===== config.mk =====
export PLATFORM = sky130hd
export DESIGN_NAME = stby_ctrl
export DESIGN_NICKNAME = d
export VERILOG_FILES = /design/src/rtl/stby_pkg.sv /design/src/rtl/stby_regfile.sv /design/src/rtl/stby_settle_timer.sv /design/src/rtl/stby_mode_fsm.sv /design/src/rtl/stby_ctrl.sv
export SDC_FILE = /design/constraint.sdc
export NUM_CORES = 1
export LEC_CHECK = 0
export BUFFER_PORTS_ARGS = -buffer_cell sky130_fd_sc_hd__buf_2
export CAP_MARGIN = 25
export CELL_PAD_IN_SITES_DETAIL_PLACEMENT = 1
export CELL_PAD_IN_SITES_GLOBAL_PLACEMENT = 1
export CORE_UTILIZATION = 41
export DETAILED_ROUTE_END_ITERATION = 10
export MAX_ROUTING_LAYER = met4
export PLACE_DENSITY = 0.75
export SLEW_MARGIN = 0
export SYNTH_ARGS = -nofsm -noshare
export SYNTH_HDL_FRONTEND = slang
export SYNTH_SLANG_ARGS = --single-unit

===== constraint.sdc =====
create_clock -name clk -period 2.8 [get_ports clk]
set_input_delay 0.14 -clock clk [delete_from_list [all_inputs] [get_ports clk]]
set_output_delay 0.14 -clock clk [all_outputs]
set_load 0.005 [all_outputs]

===== src/rtl/stby_pkg.sv =====
package stby_pkg;

    typedef enum logic [1:0] {
        ACT_HIGH = 2'd0,
        ACT_MED  = 2'd1,
        ACT_SUB  = 2'd2,
        ACT_BAD  = 2'd3
    } act_mode_e;

    typedef enum logic [2:0] {
        PS_RUN      = 3'd0,
        PS_SLEEP    = 3'd1,
        PS_SUBSLEEP = 3'd2,
        PS_SWSTBY   = 3'd3,
        PS_WATCH    = 3'd4,
        PS_SETTLE   = 3'd5
    } pstate_e;

    typedef struct packed {
        logic       stby_sel;
        logic [2:0] settle_code;
        logic       port_keep;
    } ctl_t;

    localparam logic [2:0] CODE_RSVD  = 3'b110;
    localparam logic [2:0] CODE_SHORT = 3'b111;
    localparam ctl_t CTL_RESET = '{stby_sel: 1'b0, settle_code: 3'b000, port_keep: 1'b1};

    function automatic logic [7:0] pack_ctl(input ctl_t c);
        return {c.stby_sel, c.settle_code, c.port_keep, 3'b000};
    endfunction

    function automatic ctl_t unpack_ctl(input logic [7:0] d);
        ctl_t c;
        c.stby_sel    = d[7];
        c.settle_code = d[6:4];
        c.port_keep   = d[3];
        return c;
    endfunction

    function automatic pstate_e sleep_target(input logic stby, input act_mode_e m);
        if (m == ACT_SUB) return stby ? PS_WATCH : PS_SUBSLEEP;
        return stby ? PS_SWSTBY : PS_SLEEP;
    endfunction

    function automatic logic is_standby(input pstate_e s);
        return (s == PS_SWSTBY) || (s == PS_WATCH);
    endfunction

endpackage


===== src/rtl/stby_regfile.sv =====
module stby_regfile
    import stby_pkg::*;
(
    input  logic       clk,
    input  logic       rst,
    input  logic       sel_i,
    input  logic       wr_i,
    input  logic [7:0] wdata_i,
    output logic [7:0] rdata_o,
    output ctl_t       ctl_o,
    output logic       rsv_err_o
);
    ctl_t ctl_q;
    logic err_q;
    logic wr_hit;

    assign wr_hit = sel_i && wr_i;

    always_ff @(posedge clk) begin
        if (rst) begin
            ctl_q <= CTL_RESET;
            err_q <= 1'b0;
        end else if (wr_hit) begin
            ctl_q <= unpack_ctl(wdata_i);
            err_q <= (wdata_i[6:4] == CODE_RSVD);
        end
    end

    assign rdata_o   = (sel_i && !wr_i) ? pack_ctl(ctl_q) : 8'h00;
    assign ctl_o     = ctl_q;
    assign rsv_err_o = err_q;

    AST_RSVD_FLAG: assert property (@(posedge clk) disable iff (rst)
        (wr_hit && wdata_i[6:4] == CODE_RSVD) |=> rsv_err_o);
    AST_HOLD_NO_SEL: assert property (@(posedge clk) disable iff (rst)
        !sel_i |=> $stable(ctl_q));
endmodule


===== src/rtl/stby_settle_timer.sv =====
module stby_settle_timer
    import stby_pkg::*;
#(
    parameter int BASE_LOG2    = 13,
    parameter int SHORT_STATES = 16
) (
    input  logic       clk,
    input  logic       rst,
    input  logic       start_i,
    input  logic [2:0] code_i,
    output logic       busy_o,
    output logic       done_o
);
    localparam int CNT_W = BASE_LOG2 + 6;

    logic [CNT_W-1:0] cnt_q;
    logic [CNT_W-1:0] load_val;
    logic             busy_q;

    always_comb begin
        case (code_i)
            CODE_SHORT: load_val = CNT_W'(SHORT_STATES);
            CODE_RSVD:  load_val = CNT_W'(1) << (BASE_LOG2 + 5);
            default:    load_val = CNT_W'(1) << (BASE_LOG2 + int'(code_i));
        endcase
    end

    assign done_o = busy_q && (cnt_q == CNT_W'(1));
    assign busy_o = busy_q;

    always_ff @(posedge clk) begin
        if (rst) begin
            cnt_q  <= '0;
            busy_q <= 1'b0;
        end else if (start_i && !busy_q) begin
            cnt_q  <= load_val;
            busy_q <= 1'b1;
        end else if (busy_q) begin
            cnt_q <= cnt_q - CNT_W'(1);
            if (cnt_q == CNT_W'(1)) busy_q <= 1'b0;
        end
    end

    AST_COUNT_STEP: assert property (@(posedge clk) disable iff (rst)
        (busy_q && cnt_q > CNT_W'(1)) |=> (busy_q && cnt_q == $past(cnt_q) - CNT_W'(1)));
    AST_IDLE_ZERO: assert property (@(posedge clk) disable iff (rst)
        $fell(busy_q) |-> (cnt_q == '0));
endmodule


===== src/rtl/stby_mode_fsm.sv =====
module stby_mode_fsm
    import stby_pkg::*;
(
    input  logic      clk,
    input  logic      rst,
    input  logic      stby_sel_i,
    input  logic      sleep_req_i,
    input  logic      wake_i,
    input  act_mode_e cur_mode_i,
    input  logic      settle_done_i,
    output pstate_e   state_o,
    output logic      start_settle_o,
    output act_mode_e saved_mode_o
);
    pstate_e   state_q;
    act_mode_e saved_q;

    assign start_settle_o = is_standby(state_q) && wake_i;

    always_ff @(posedge clk) begin
        if (rst) begin
            state_q <= PS_RUN;
            saved_q <= ACT_HIGH;
        end else begin
            case (state_q)
                PS_RUN: begin
                    if (sleep_req_i && cur_mode_i != ACT_BAD) begin
                        state_q <= sleep_target(stby_sel_i, cur_mode_i);
                        saved_q <= cur_mode_i;
                    end
                end
                PS_SLEEP, PS_SUBSLEEP: begin
                    if (wake_i) state_q <= PS_RUN;
                end
                PS_SWSTBY, PS_WATCH: begin
                    if (wake_i) state_q <= PS_SETTLE;
                end
                PS_SETTLE: begin
                    if (settle_done_i) state_q <= PS_RUN;
                end
                default: state_q <= PS_RUN;
            endcase
        end
    end

    assign state_o      = state_q;
    assign saved_mode_o = saved_q;

    AST_SETTLE_ENTRY: assert property (@(posedge clk) disable iff (rst)
        (state_q == PS_SETTLE && $past(state_q) != PS_SETTLE) |->
        ($past(state_q) == PS_SWSTBY || $past(state_q) == PS_WATCH));
    AST_QUICK_WAKE: assert property (@(posedge clk) disable iff (rst)
        ((state_q == PS_SLEEP || state_q == PS_SUBSLEEP) && wake_i) |=> state_q == PS_RUN);
    AST_SLEEP_TAKEN: assert property (@(posedge clk) disable iff (rst)
        (state_q == PS_RUN && sleep_req_i && cur_mode_i != ACT_BAD) |=> state_q != PS_RUN);
    AST_SAVED_STABLE: assert property (@(posedge clk) disable iff (rst)
        (state_q != PS_RUN) |=> $stable(saved_q));
endmodule


===== src/rtl/stby_ctrl.sv =====
module stby_ctrl
    import stby_pkg::*;
#(
    parameter int BASE_LOG2    = 13,
    parameter int SHORT_STATES = 16
) (
    input  logic       clk,
    input  logic       rst,
    input  logic       sel_i,
    input  logic       wr_i,
    input  logic [7:0] wdata_i,
    output logic [7:0] rdata_o,
    input  logic       sleep_req_i,
    input  logic       wake_i,
    input  logic [1:0] cur_mode_i,
    input  logic       dxfer_i,
    output logic [2:0] pstate_o,
    output logic [1:0] act_mode_o,
    output logic       clk_ready_o,
    output logic       bus_oe_o,
    output logic       rsv_err_o
);
    ctl_t      ctl;
    pstate_e   state;
    act_mode_e saved_mode;
    act_mode_e cur_mode;
    logic      start_settle;
    logic      settle_busy;
    logic      settle_done;

    assign cur_mode = act_mode_e'(cur_mode_i);

    stby_regfile u_regs (
        .clk       (clk),
        .rst       (rst),
        .sel_i     (sel_i),
        .wr_i      (wr_i),
        .wdata_i   (wdata_i),
        .rdata_o   (rdata_o),
        .ctl_o     (ctl),
        .rsv_err_o (rsv_err_o)
    );

    stby_mode_fsm u_fsm (
        .clk            (clk),
        .rst            (rst),
        .stby_sel_i     (ctl.stby_sel),
        .sleep_req_i    (sleep_req_i),
        .wake_i         (wake_i),
        .cur_mode_i     (cur_mode),
        .settle_done_i  (settle_done),
        .state_o        (state),
        .start_settle_o (start_settle),
        .saved_mode_o   (saved_mode)
    );

    stby_settle_timer #(
        .BASE_LOG2    (BASE_LOG2),
        .SHORT_STATES (SHORT_STATES)
    ) u_timer (
        .clk     (clk),
        .rst     (rst),
        .start_i (start_settle),
        .code_i  (ctl.settle_code),
        .busy_o  (settle_busy),
        .done_o  (settle_done)
    );

    assign pstate_o    = state;
    assign act_mode_o  = (state == PS_RUN) ? cur_mode_i : saved_mode;
    assign clk_ready_o = !(is_standby(state) || state == PS_SETTLE);
    assign bus_oe_o    = ctl.port_keep || !(is_standby(state) || dxfer_i);

    AST_SETTLE_MATCH: assert property (@(posedge clk) disable iff (rst)
        (state == PS_SETTLE) |-> settle_busy);
    AST_KEEP_DRIVES: assert property (@(posedge clk) disable iff (rst)
        (state == PS_SWSTBY && ctl.port_keep) |-> bus_oe_o);
endmodule


Word-level counts from Yosys, hierarchy flattened. Index checks and enable logic that the tools add are counted.

Register bits: 31. Bits in latches: 0. Memory bits (writable): 0. Bits in read-only memories: 0. Input port bits: 17. Output and inout port bits: 16. Word-level logic and storage cells: 67. Memories kept: 0.

Add/subtract/negate cells: 2. $mul: 0. Divide/modulo/power cells: 0. Order comparisons: 0. Eq/ne operators: 15. Shift operators: 1. Mux-type cells: 21. Bitwise logic cells: 0. Reductions and logical operators: 20.

Operators with widths (number): $mux W19 (2); $pmux W19 S2 (1); $shl A1 B32 Y19 const A (1); $mux W3 (7); $eq A19 B1 Y1 const B (1); $sub A19 B1 Y19 const B (1); $eq A3 B3 Y1 const B (5); $pmux W3 S4 (1); $mux W8 (1); $ne A2 B2 Y1 const B (4); $mux W1 (7); $eq A3 B2 Y1 const B (2); $logic_and A1 B1 Y1 (6); $add A4 B3 Y5 const A (1); $logic_not A1 Y1 (4); $logic_or A1 B1 Y1 (4); $mux W2 (2); $reduce_and A4 Y1 (1); $reduce_or A2 Y1 (2); $eq A3 B1 Y1 const B (1); $logic_not A3 Y1 (1); $eq A2 B2 Y1 const B (1); $ne A2 B1 Y1 const B (1); $reduce_and A2 Y1 (1); $reduce_bool A2 Y1 (1).

Depth between registers and ports, before layout. Gate-level depths: netlist of run 1.

Word-level depth: 8. Depth in mapped cells: 9. Mapped depth without buffers: 8.

Cells and area by module. Synthesis of run 1 repeated with hierarchy kept, for this count alone.

Cells, all modules: 245. Area total of the unflattened synthesis: 2023.2 sq um.

Modules (own cells, without submodules): stby_settle_timer (instances 1, cells each 159, area each 1258.7 sq um, seq. area each 400.4 sq um); stby_mode_fsm (instances 1, cells each 41, area each 362.8 sq um, seq. area each 100.1 sq um); stby_regfile (instances 1, cells each 36, area each 332.8 sq um, seq. area each 120.1 sq um); stby_ctrl (instances 1, cells each 9, area each 68.8 sq um, seq. area each 0.0 sq um).

Least setup slack after synthesis of run 1. OpenSTA, ideal clock, no wires.

Path type: register to register. From: reg u_regs.ctl_q, in the netlist u_regs.ctl_o[2]. To: reg u_timer.cnt_q[6]. Setup time: 74 ps. Arrival: 1996 ps. Data required time: 2726 ps. Setup slack: 729 ps. Cell stages (with the launch flop): 8. Path buffers: 1. Period minus slack after synthesis: 2071 ps. Path through: dfxtp_1 clkbuf_1 nand2_1 ha_1 nor3_1 o211ai_1 or4b_2 o21ai_0.

Cells in the longest elaborated chain, start to end: 4. Elaborated cells on any way between the ends: 6. Classes of those cells: add/sub (1); eq/ne (2); shift (1); mux (2).

Ends and longest elaborated chain: from (decl) (line stby_regfile.sv:13) `ctl_t ctl_q;`; from (signal assigned) (line stby_regfile.sv:24) `ctl_q <= unpack_ctl(wdata_i);`; $add A4 B3 Y5 (line stby_settle_timer.sv:24) `default: load_val = CNT_W'(1) << (BASE_LOG2 + int'(code_i));`; $shl A1 B32 Y19 (line stby_settle_timer.sv:24); $pmux W19 S2 (*) (line stby_settle_timer.sv:21) `case (code_i)`; $mux W19 (*) (line stby_settle_timer.sv:35) `end else if (start_i && !busy_q) begin`; to (signal assigned) (line stby_settle_timer.sv:36) `cnt_q <= load_val;`; to (signal assigned) (line stby_settle_timer.sv:39) `cnt_q <= cnt_q - CNT_W'(1);`; to (decl) (line stby_settle_timer.sv:16) `logic [CNT_W-1:0] cnt_q;`.

Mark *: on every way between the ends. The rest lies on a longest branch, timed or not. A chain may end at the register's enable or synchronous reset.

Worst setup path after layout of run 1.
From: reg u_timer.cnt_q[14]. To: reg u_fsm.state_q[2], in the netlist u_fsm.state_o[2].

Cells in the longest elaborated chain, start to end: 4.

Ends and longest elaborated chain: $eq A19 B1 Y1 (line stby_settle_timer.sv:28) `assign done_o = busy_q && (cnt_q == CNT_W'(1));`; $logic_and A1 B1 Y1 (line stby_settle_timer.sv:28); $ne A2 B2 Y1 (no source line); $reduce_and A4 Y1 (no source line); to (signal assigned) (line stby_mode_fsm.sv:28) `state_q <= sleep_target(stby_sel_i, cur_mode_i);`; to (decl) (line stby_mode_fsm.sv:15) `pstate_e state_q;`.

No other way between the ends.

==> results of run 1 <==
[per-layer routing]
layer	vias to the layer above	wire length, um
met5	-	0
met4	0	137
met3	11	212
met2	50	2470
met1	898	2640
li1	985	-
[kinds of logic (layout without fill, tap and decap cells)]
family / Yosys count / after routing / share of synthesized area, %
mux: 3 / 3 / 1.65
compound gates: 69 / 69 / 24.4
flops: 31 / 31 / 31.5
simple gates: 116 / 116 / 32.9
xor+xnor: 2 / 2 / 0.888
fa+ha+maj: 5 / 5 / 3.17
buf+inv: 23 / 44 / 5.33
other cells: 1 / 3 / 0.190
[worst min-delay path by stage]
stage,start,endpoint,cells past startpoint
6_report,wdata_i[3],u_regs.ctl_o[0],3
5_1_grt,wdata_i[3],u_regs.ctl_o[0],3
4_1_cts,wdata_i[3],u_regs.ctl_o[0],3
3_5_place_dp,wdata_i[3],u_regs.ctl_o[0],3
3_3_place_gp,wdata_i[3],u_regs.ctl_o[0],3
2_1_floorplan,wdata_i[3],u_regs.ctl_o[0],2
[cells in the final DEF (no fill, tap or decap), drive strengths merged, types with 3 or more instances in the layout]
cell type  count
nor4           4
conb           3
a211oi         6
a31oi          6
and2           5
a32oi          3
or4            6
nand3         13
clkbuf         6
o211ai         4
nor2          23
nand3b         5
a21oi         14
inv            9
o31ai          4
nor3b          3
dfxtp         31
buf           29
nor3          16
o311ai         3
nand2         23
ha             5
nand2b         4
nor2b          3
o21ai         12
or3            3
[state kept, by name, indices dropped and copies added (netlist names)]
signal              flops
u_timer.cnt_q          19
u_timer.busy_o          1
u_regs.ctl_o            5
u_regs.rsv_err_o        1
u_fsm.saved_mode_o      2
u_fsm.state_o           3
[metrics by stage]
stage	hold slack, ps	power (mW)	instances	worst slack (ps)
finish	98.8	1.38	325	559
CTS	93.9	1.39	325	565
global route	108	1.47	325	442
detailed placement	391	1.05	319	591
global placement	388	1.04	319	638
floorplan	287	0.913	252	729
[power breakdown]
part	leakage [nW]	switching, mW	internal [mW]
registers	0.252	0.0735	0.489
logic	0.588	0.287	0.197
clock network	0.0371	0.165	0.166
[critical path, stage by stage (launching register included)]
cell and delay, ps:
dfxtp_1 380, nor4_1 440, nand4_1 240, or4_1 600, a32oi_1 310, a221oi_1 130
[cell type report]
type	instances	area [um2]	share of cell area (%)
timing repair buffer	29	153	6.94
inverter	9	33.8	1.54
multi-input combinational	198	1250	57.0
tap	52	65.1	2.96
sequential	31	621	28.2
clock buffer	6	72.6	3.30
==> key figures, run 1 <==
Yosys
  – Sequential cell area fraction in the yosys report: between 30% and 40%
  – Top cells by area, synth: dfxtp_1 31%, nand2_1 4.4%, nor2_1 4.4%
  – Most common flop cell mapped by yosys: dfxtp_1
  – Distinct cell type count after synthesis: between 50 and 60
  – Synth warnings: 0
  – Avg Inst Size Synth: 7.89 um2
  – Synth Instances: 250
  – Post-synth EDFFs: 0
  – Yosys reg bits: 31
  – FFs w/ async S/R, synth: 0%
  – Top cells by count, synth: 31 x dfxtp_1, 23 x nand2_1, 23 x nor2_1
  – Yosys top cell by area: dfxtp_1
  – Mapped cell area: 0.00197 mm2
  – Most numerous cell in the Yosys netlist: dfxtp_1
  – Post-synth top area share: 31.5%

CTS
  – Root buffer cell: clkbuf_8
  – Num CTS Buffers: 5
  – Clock latency at the later pin of the worst-skew pair: 280 ps
  – Post-CTS Resized: 0
  – CTS H-tree lvls: 2
  – Postcts setup bufs: 0
  – Hold_buf cts: 0
  – Deepest clock path buffer count: 2
  – CTS tree: done
  – TritonCTS Sinks: 31
  – Worst-path clk slew: 60 ps

Global route
  – Met1 Use GR: 30.3%
  – Met3 usage: 4.36%
  – Overall Global Routing Usage: 24.1%
  – Largest net degree at the start of global routing: 30
  – Vias in the first global route: around 1,900
  – Busiest layer in global routing: met2
  – Grt ovf: 0
  – First-pass GRT wire length: just over 9000 um
  – Grt met2 use: 38.0%
  – Initial antenna violation count: 0

Route
  – Detailed-route via count: 1,944
  – DRT iter0 DRCs: 99
  – TritonRoute pass-1 iters: 4
  – Routed wire per std cell: 16.8 um
  – Vias per inst: 5.98
  – Post-route DRC: 0
  – Routed WL: 5460 um
  – Final ANT Viol Nets: 0

Die
  – Starting Density: 44.1%
  – # IOs: 33
  – Row Count: 24
  – Die W: 71.4 um
  – Core area: 0.00447 mm2
  – Die Area: between 0.005 and 0.006 mm2
  – Die height: approximately 71 um

Final layout
  – N_diodes: 0
  – Share of cells above drive strength 1: 16.8%
  – Final core utilization: about half
  – Nets@finish: 296
  – Fill count: between 500 and 600
  – Area grow syn2layout: 11.5%
  – Final instance area: 0.00220 mm2

Place
  – Post-DP HPWL: 4020 um
  – Placed Area: 0.00213 mm2
  – Port Buffers: 26
  – Placer Congestion: roughly 0.83

Power
  – Pleak: 0.878 nW
  – Max VDD drop: around 270 uV
  – PwrDens: 626 mW/mm2

Worst setup path
  – Critical path origin: u_timer.cnt_q[14]
  – Required time worst endpoint: 2930 ps
  – WS Path Type: flop to flop
  – Critical R2R Launch: u_timer.cnt_q[14]
  – Worst setup path end: u_fsm.state_o[2]
  – Reg2reg path depth: 5
  – Crit path arrival time: about 2400 ps
  – Reg-to-reg slack, setup: 560 ps
  – CP endpoint kind: flop
  – FF-to-FF End: u_fsm.state_o[2]
  – CP Max Fanout: 7
  – Worst Setup Start Kind: flop

STA
  – FMAX: 0.446 GHz
  – Max-slew violations: 0
  – Setup Skew: 3.59 ps
  – Fin crit share: 80.0%
  – Post-route setup TNS: 0 ps
  – RSZ-0062 raised after global routing: no
  – Final Setup Violations: 0
  – Slew headroom: 52.4%
  – Slew @ Worst Pin: a little over 700 ps
  – Hold Vio Cnt, Final: 0
  – Tmin final: 2240 ps

Run status
  – Status: finished, final reports clean

Hold path
  – Min-delay worst type: input port to flop

Job
  – Maxcap violations: 0
Power figures use the tool's default switching activity.
==> run 2: changes to the inputs <==
clock period = 2.1 ns   (was 2.8 ns; I/O delays follow)
==> run 2 against run 1 <==
Critical path depth increased by 2. Register-to-register slack worse by 390 ps. Via count grew 6.1%. Final cell count grew 6.5%. Critical path type unchanged. Critical endpoint is now u_timer.cnt_q[12]. Largest power group is now combinational logic. Highest routed layer unchanged.
==> key figures, run 2 (synthesis gave the netlist of run 1 again) <==
Route
  – Routed WL: 5880 um (was 5460 um)
  – DRT iter0 DRCs: 81 (was 99)
  – Top Metal Used: met4 (unchanged)
  – TritonRoute pass-1 iters: 4 (unchanged)
  – Routed wire per std cell: 17.0 um (was 16.8 um)
  – Post-route DRC: 0 (unchanged)
  – Met2 wire length: 2830 um (was 2470 um)
  – Routed wl met3: 148 um (was 212 um)
  – Detailed-route via count: 2,062 (was 1,944)
  – Final ANT Viol Nets: 0 (unchanged)
  – Vias per inst: 5.96 (was 5.98)
  – Met1 Wirelength: 2820 um (was 2640 um)

Global route
  – Largest net degree at the start of global routing: 29 (was 30)
  – Initial antenna violation count: 0 (unchanged)
  – Grt ovf: 0 (unchanged)
  – First-pass GRT wire length: 10,200 um (was 9280 um)
  – Vias in the first global route: 2,106 (was 1,904)
  – Overall Global Routing Usage: 26.6% (was 24.1%)

STA
  – Final Setup Violations: 0 (unchanged)
  – Max-slew violations: 0 (unchanged)
  – RSZ-0062 raised after global routing: no (unchanged)
  – Tmin final: 1930 ps (was 2240 ps)
  – Slew @ Worst Pin: 555 ps (was 710 ps)
  – Slew headroom: 62.7% (was 52.4%)
  – Fin crit share: 92.1% (was 80.0%)
  – Hold Vio Cnt, Final: 0 (unchanged)
  – Post-route setup TNS: 0 ps (unchanged)
  – FMAX: 0.517 GHz (was 0.446 GHz)
  – Setup ws final: 166 ps (was 559 ps)
  – Setup Skew: 8.63 ps (was 3.59 ps)

Die
  – Starting Density: 44.1% (unchanged)
  – Die height: 71.4 um (unchanged)
  – Core area: 0.00447 mm2 (unchanged)
  – # IOs: 33 (unchanged)
  – Die Area: 0.00509 mm2 (unchanged)
  – Row Count: 24 (unchanged)
  – Die W: 71.4 um (unchanged)

Final layout
  – Leading cell type in the layout, fill and taps excluded: dfxtp_1 (unchanged)
  – Area grow syn2layout: 20.1% (was 11.5%)
  – Max reg flops: 19 (unchanged)
  – Nets@finish: 315 (was 296)
  – N_diodes: 0 (unchanged)
  – Final core utilization: 52.9% (was 49.1%)
  – Final instance area: 0.00237 mm2 (was 0.00220 mm2)
  – Largest Register: u_timer.cnt_q (unchanged)
  – Share of cells above drive strength 1: 23.5% (was 16.8%)
  – Most frequent cells in the layout: 31 x dfxtp_1, 26 x buf_2, 23 x nand2_1, 23 x nor2_1, 22 x buf_4 (was 31 x dfxtp_1, 26 x buf_2, 23 x nand2_1, 23 x nor2_1, 15 x nor3_1)

Worst setup path
  – Worst path max stage delay: 650 ps (was 600 ps)
  – Reg2reg path depth: 7 (was 5)
  – Critical path origin: u_timer.cnt_q[1] (was u_timer.cnt_q[14])
  – Required time worst endpoint: 2260 ps (was 2930 ps)
  – Critical path's top delay family: simple AND/OR/NAND/NOR gates (unchanged)
  – Worst setup path end: u_timer.cnt_q[12] (was u_fsm.state_o[2])
  – WS Path Type: flop to flop (unchanged)
  – Critical R2R Launch: u_timer.cnt_q[1] (was u_timer.cnt_q[14])
  – Worst path bufs/invs: 1 (was 0)
  – FF-to-FF End: u_timer.cnt_q[12] (was u_fsm.state_o[2])
  – CP Max Fanout: 5 (was 7)
  – CP endpoint kind: flop (unchanged)
  – Crit-path cells: inv_1, ha_1, or4b_2, nor2_1, a21oi_1, o21ai_0, o31ai_1 (was nor4_1, nand4_1, or4_1, a32oi_1, a221oi_1)
  – Slowest cell on crit path: or4b_2 (was or4_1)
  – Crit path arrival time: 2100 ps (was 2380 ps)
  – Worst Setup Start Kind: flop (unchanged)
  – Critical path depth: 7 (was 5)
  – Reg-to-reg slack, setup: 170 ps (was 560 ps)

Place
  – Placed Area: 0.00227 mm2 (was 0.00213 mm2)
  – Placer Congestion: 0.847 (was 0.826)
  – Post-DP HPWL: 4390 um (was 4020 um)
  – Port Buffers: 26 (unchanged)
  – Setup WS pre-CTS: 121 ps (was 591 ps)

Power
  – Max VDD drop: 327 uV (was 268 uV)
  – Pleak: 0.979 nW (was 0.878 nW)
  – Overall power: 1.97 mW (was 1.38 mW)
  – PwrDens: 830 mW/mm2 (was 626 mW/mm2)

CTS
  – CTS tree: done (unchanged)
  – Root buffer cell: clkbuf_8 (unchanged)
  – Num CTS Buffers: 5 (unchanged)
  – TritonCTS Sinks: 31 (unchanged)
  – Worst-path clk slew: 70 ps (was 60 ps)
  – Deepest clock path buffer count: 2 (unchanged)
  – CTS H-tree lvls: 2 (unchanged)
  – Clock latency at the later pin of the worst-skew pair: 290 ps (was 280 ps)

Job
  – Maxcap violations: 0 (unchanged)

Run status
  – Status: finished, final reports clean (unchanged)

Hold path
  – Min-delay worst type: input port to flop (unchanged)
-- run 2: cell types whose count changed in the layout (fill, tap and decap cells not counted), sizes merged --
cell and change:
buf +19, clkbuf +1, clkinv +1
-- run 2: metal layers --
metal | GRT usage, % | vias to the layer above
met5 | - | -
met4 | 7.78 | 0
met3 | 4.22 | 10
met2 | 43.5 | 46
met1 | 34.0 | 990
li1 | - | 1016
-- run 2: worst min path at each step --
stage / startpoint / end / slack, ps / cells after the start
2_1_floorplan: wdata_i[3] / u_regs.ctl_o[0] / 250 / 2
3_3_place_gp: wdata_i[3] / u_regs.ctl_o[0] / 350 / 3
3_5_place_dp: wdata_i[3] / u_regs.ctl_o[0] / 370 / 3
4_1_cts: wdata_i[3] / u_regs.ctl_o[0] / 70 / 3
5_1_grt: wdata_i[3] / u_regs.ctl_o[0] / 70 / 3
6_report: wdata_i[3] / u_regs.ctl_o[0] / 70 / 3
-- run 2: what timing repair did --
item,in CTS,in global routing
hold endpoints to repair,0,0
setup buffers,0,0
hold buffers,0,0
endpoints found under the setup margin,0,3
gates resized for setup,0,3
-- run 2: layout make-up --
cell class / instances / area, um2
Clock buffer: 7 / 76.3
Inverter: 9 / 33.8
Timing Repair Buffer: 48 / 295
Sequential cell: 31 / 621
Multi-Input combinational cell: 198 / 1270
Fill cell: 558 / 2110
Clock inverter: 1 / 5.00
Tap cell: 52 / 65.1
-- run 2: worst register-to-register path, cell delays in order (launching register included) --
cell and delay, ps:
dfxtp_1 360, inv_1 120, ha_1 180, or4b_2 650
nor2_1 160, a21oi_1 80, o21ai_0 180, o31ai_1 90
-- run 2: power breakdown --
group	switching, mW	internal (mW)
sequential	0.0736	0.651
clock	0.240	0.233
combinational	0.431	0.338
-- run 2: through the flow --
step / hold WS [ps] / cells
final: 66.2 / 346
after global routing: 71.7 / 346
after CTS: 69.1 / 346
after detailed placement: 366 / 338
after global placement: 351 / 338
after floorplan: 252 / 252
==> run 3: changes to the inputs <==
==> constraint.sdc (replaced) <==
create_clock -name clk -period 2.1 [get_ports clk]
set_input_delay 0 -clock clk [delete_from_list [all_inputs] [get_ports clk]]
set_output_delay 0 -clock clk [all_outputs]
set_load 0.005 [all_outputs]
==> run 3 against run 2 <==
Register-to-register slack worse by 40 ps. First-iteration DRC count grew 7.4%. Critical path depth fell by 2. Largest cell class unchanged. Critical endpoint is now u_fsm.state_o[2].
==> key figures, run 3 (synthesis gave the netlist of run 1 again) <==
Run status
  – Status: finished, final reports clean (unchanged)

Worst setup path
  – Reg-to-reg slack, setup: 130 ps (was 170 ps)
  – Worst setup path end: u_fsm.state_o[2] (was u_timer.cnt_q[12])
  – Slowest cell on crit path: or4_1 (was or4b_2)
  – WS Path Type: flop to flop (unchanged)
  – CP endpoint kind: flop (unchanged)
  – Worst Setup Start Kind: flop (unchanged)
  – Crit path arrival time: 2130 ps (was 2100 ps)
  – Critical path origin: u_timer.cnt_q[14] (was u_timer.cnt_q[1])
  – FF-to-FF End: u_fsm.state_o[2] (was u_timer.cnt_q[12])
  – Crit-path cells: nor4_2, nand4_1, or4_1, a32oi_1, a221oi_1 (was inv_1, ha_1, or4b_2, nor2_1, a21oi_1, o21ai_0, o31ai_1)
  – Reg2reg path depth: 5 (was 7)
  – Required time worst endpoint: 2260 ps (about the same)
  – Worst path max stage delay: 570 ps (was 650 ps)
  – CP Max Fanout: 2 (was 5)
  – Critical R2R Launch: u_timer.cnt_q[14] (was u_timer.cnt_q[1])

Place
  – Setup WS pre-CTS: 102 ps (was 121 ps)
  – Post-DP HPWL: 4450 um (was 4390 um)
  – Post-placement cell count: 340 (was 338)
  – Port Buffers: 26 (unchanged)
  – Placed Area: 0.00228 mm2 (was 0.00227 mm2)
  – Placer Congestion: 0.813 (was 0.847)

CTS
  – CTS H-tree lvls: 2 (unchanged)
  – Root buffer cell: clkbuf_8 (unchanged)
  – Num CTS Buffers: 5 (unchanged)
  – Deepest clock path buffer count: 2 (unchanged)
  – Worst-path clk slew: 70 ps (about the same)
  – CTS tree: done (unchanged)
  – Clock latency at the later pin of the worst-skew pair: 290 ps (about the same)
  – TritonCTS Sinks: 31 (unchanged)

Route
  – Post-route DRC: 0 (unchanged)
  – TritonRoute pass-1 iters: 4 (unchanged)
  – Final ANT Viol Nets: 0 (unchanged)
  – Routed wire per std cell: 18.0 um (was 17.0 um)
  – DRT iter0 DRCs: 87 (was 81)
  – Routed WL: 6410 um (was 5880 um)
  – Detailed-route via count: 2,137 (was 2,062)
  – Vias per inst: 6.00 (was 5.96)

Die
  – # IOs: 33 (unchanged)
  – Die W: 71.4 um (unchanged)
  – Starting Density: 44.1% (unchanged)
  – Die height: 71.4 um (unchanged)
  – Row Count: 24 (unchanged)
  – Core area: 0.00447 mm2 (unchanged)
  – Die Area: 0.00509 mm2 (unchanged)

STA
  – Tmin final: 1970 ps (was 1930 ps)
  – Setup ws final: 130 ps (was 166 ps)
  – Post-route setup TNS: 0 ps (unchanged)
  – Setup Skew: 11.2 ps (was 8.63 ps)
  – Final Setup Violations: 0 (unchanged)
  – FMAX: 0.508 GHz (was 0.517 GHz)
  – Slew headroom: 64.6% (was 62.7%)
  – Fin Hold WS: 38.4 ps (was 66.2 ps)
  – Max-slew violations: 0 (unchanged)
  – Slew @ Worst Pin: 530 ps (was 555 ps)
  – Hold Vio Cnt, Final: 0 (unchanged)
  – Fin crit share: 93.8% (was 92.1%)

Global route
  – Overall Global Routing Usage: 27.8% (was 26.6%)
  – Met3 usage: 4.22% (unchanged)
  – Vias in the first global route: 2,177 (was 2,106)
  – Grt met2 use: 47.8% (was 43.5%)
  – Grt ovf: 0 (unchanged)
  – First-pass GRT wire length: 10,800 um (was 10,200 um)
  – Largest net degree at the start of global routing: 29 (unchanged)
  – Met1 Use GR: 34.0% (about the same)
  – Initial antenna violation count: 0 (unchanged)
  – Busiest layer in global routing: met2 (unchanged)

Power
  – Pleak: 1.04 nW (was 0.979 nW)
  – Overall power: 2.17 mW (was 1.97 mW)
  – Max VDD drop: 333 uV (was 327 uV)
  – PwrDens: 875 mW/mm2 (was 830 mW/mm2)

Job
  – Maxcap violations: 0 (unchanged)

Final layout
  – Largest Register: u_timer.cnt_q (unchanged)
  – N_diodes: 0 (unchanged)
  – Leading cell type in the layout, fill and taps excluded: dfxtp_1 (unchanged)
  – Share of cells above drive strength 1: 24.7% (was 23.5%)
  – Area grow syn2layout: 26.0% (was 20.1%)
  – Most frequent cells in the layout: 31 x dfxtp_1, 27 x buf_4, 26 x buf_2, 23 x nand2_1, 23 x nor2_1 (was 31 x dfxtp_1, 26 x buf_2, 23 x nand2_1, 23 x nor2_1, 22 x buf_4)
  – Max reg flops: 19 (unchanged)
  – Final instance area: 0.00248 mm2 (was 0.00237 mm2)
  – Final core utilization: 55.5% (was 52.9%)
  – Nets@finish: 325 (was 315)
  – Final Instance Count excl. Fillers: 356 (was 346)

Hold path
  – Min-delay worst type: input port to flop (unchanged)
[run 3: changes by cell type in the layout (fill, tap and decap cells not counted), sizes merged]
cell / delta
bufinv: +1
clkbuf: -1
buf: +5
dlygate4sd3: +5
[run 3: timing repair]
| item | in CTS | in global routing |
|---|---|---|
| buffers inserted | 0 | 3 |
| gates resized for setup | 0 | 2 |
| setup endpoints to repair | 0 | 3 |
| hold buffers | 5 | 0 |
| endpoints found under the hold margin | 5 | 0 |
[run 3: area by class of cell]
type | instances | area, um2
Timing Repair Buffer | 58 | 383
Inverter | 9 | 33.8
Tap cell | 52 | 65.1
Multi-Input combinational cell | 198 | 1260
Sequential cell | 31 | 621
Clock buffer | 6 | 82.6
Clock inverter | 2 | 35.0
Fill cell | 566 | 1990
[run 3: how the worst min path moves through the flow]
| stage | start | endpoint | slack (ps) | cells past startpoint |
|---|---|---|---|---|
| after floorplan | dxfer_i | bus_oe_o | 60 | 1 |
| after global placement | wdata_i[3] | u_regs.ctl_o[0] | 250 | 3 |
| after detailed placement | wdata_i[3] | u_regs.ctl_o[0] | 260 | 3 |
| after CTS | cur_mode_i[0] | u_fsm.saved_mode_o[0] | 30 | 3 |
| after global routing | sel_i | u_regs.ctl_o[2] | 40 | 3 |
| final | wr_i | u_regs.ctl_o[2] | 40 | 3 |
[run 3: critical path: cells and delay by family (launching register included)]
family	cells	cell delay (ps)
simple gates	3	1110
compound gates	2	410
flops	1	320
[run 3: report_power, final]
group | internal [mW] | switching, mW | total (mW) | leakage (nW)
Clock | 0.384 | 0.249 | 0.633 | 0.0612
Combinational | 0.362 | 0.447 | 0.809 | 0.727
Sequential | 0.651 | 0.0810 | 0.732 | 0.252
Total | 1.40 | 0.776 | 2.17 | 1.04
[run 3: layer usage]
metal	vias up	part of all wire [%]
met5	-	0
met4	0	1.3
met3	8	3.8
met2	48	50
met1	1043	45
li1	1038	-
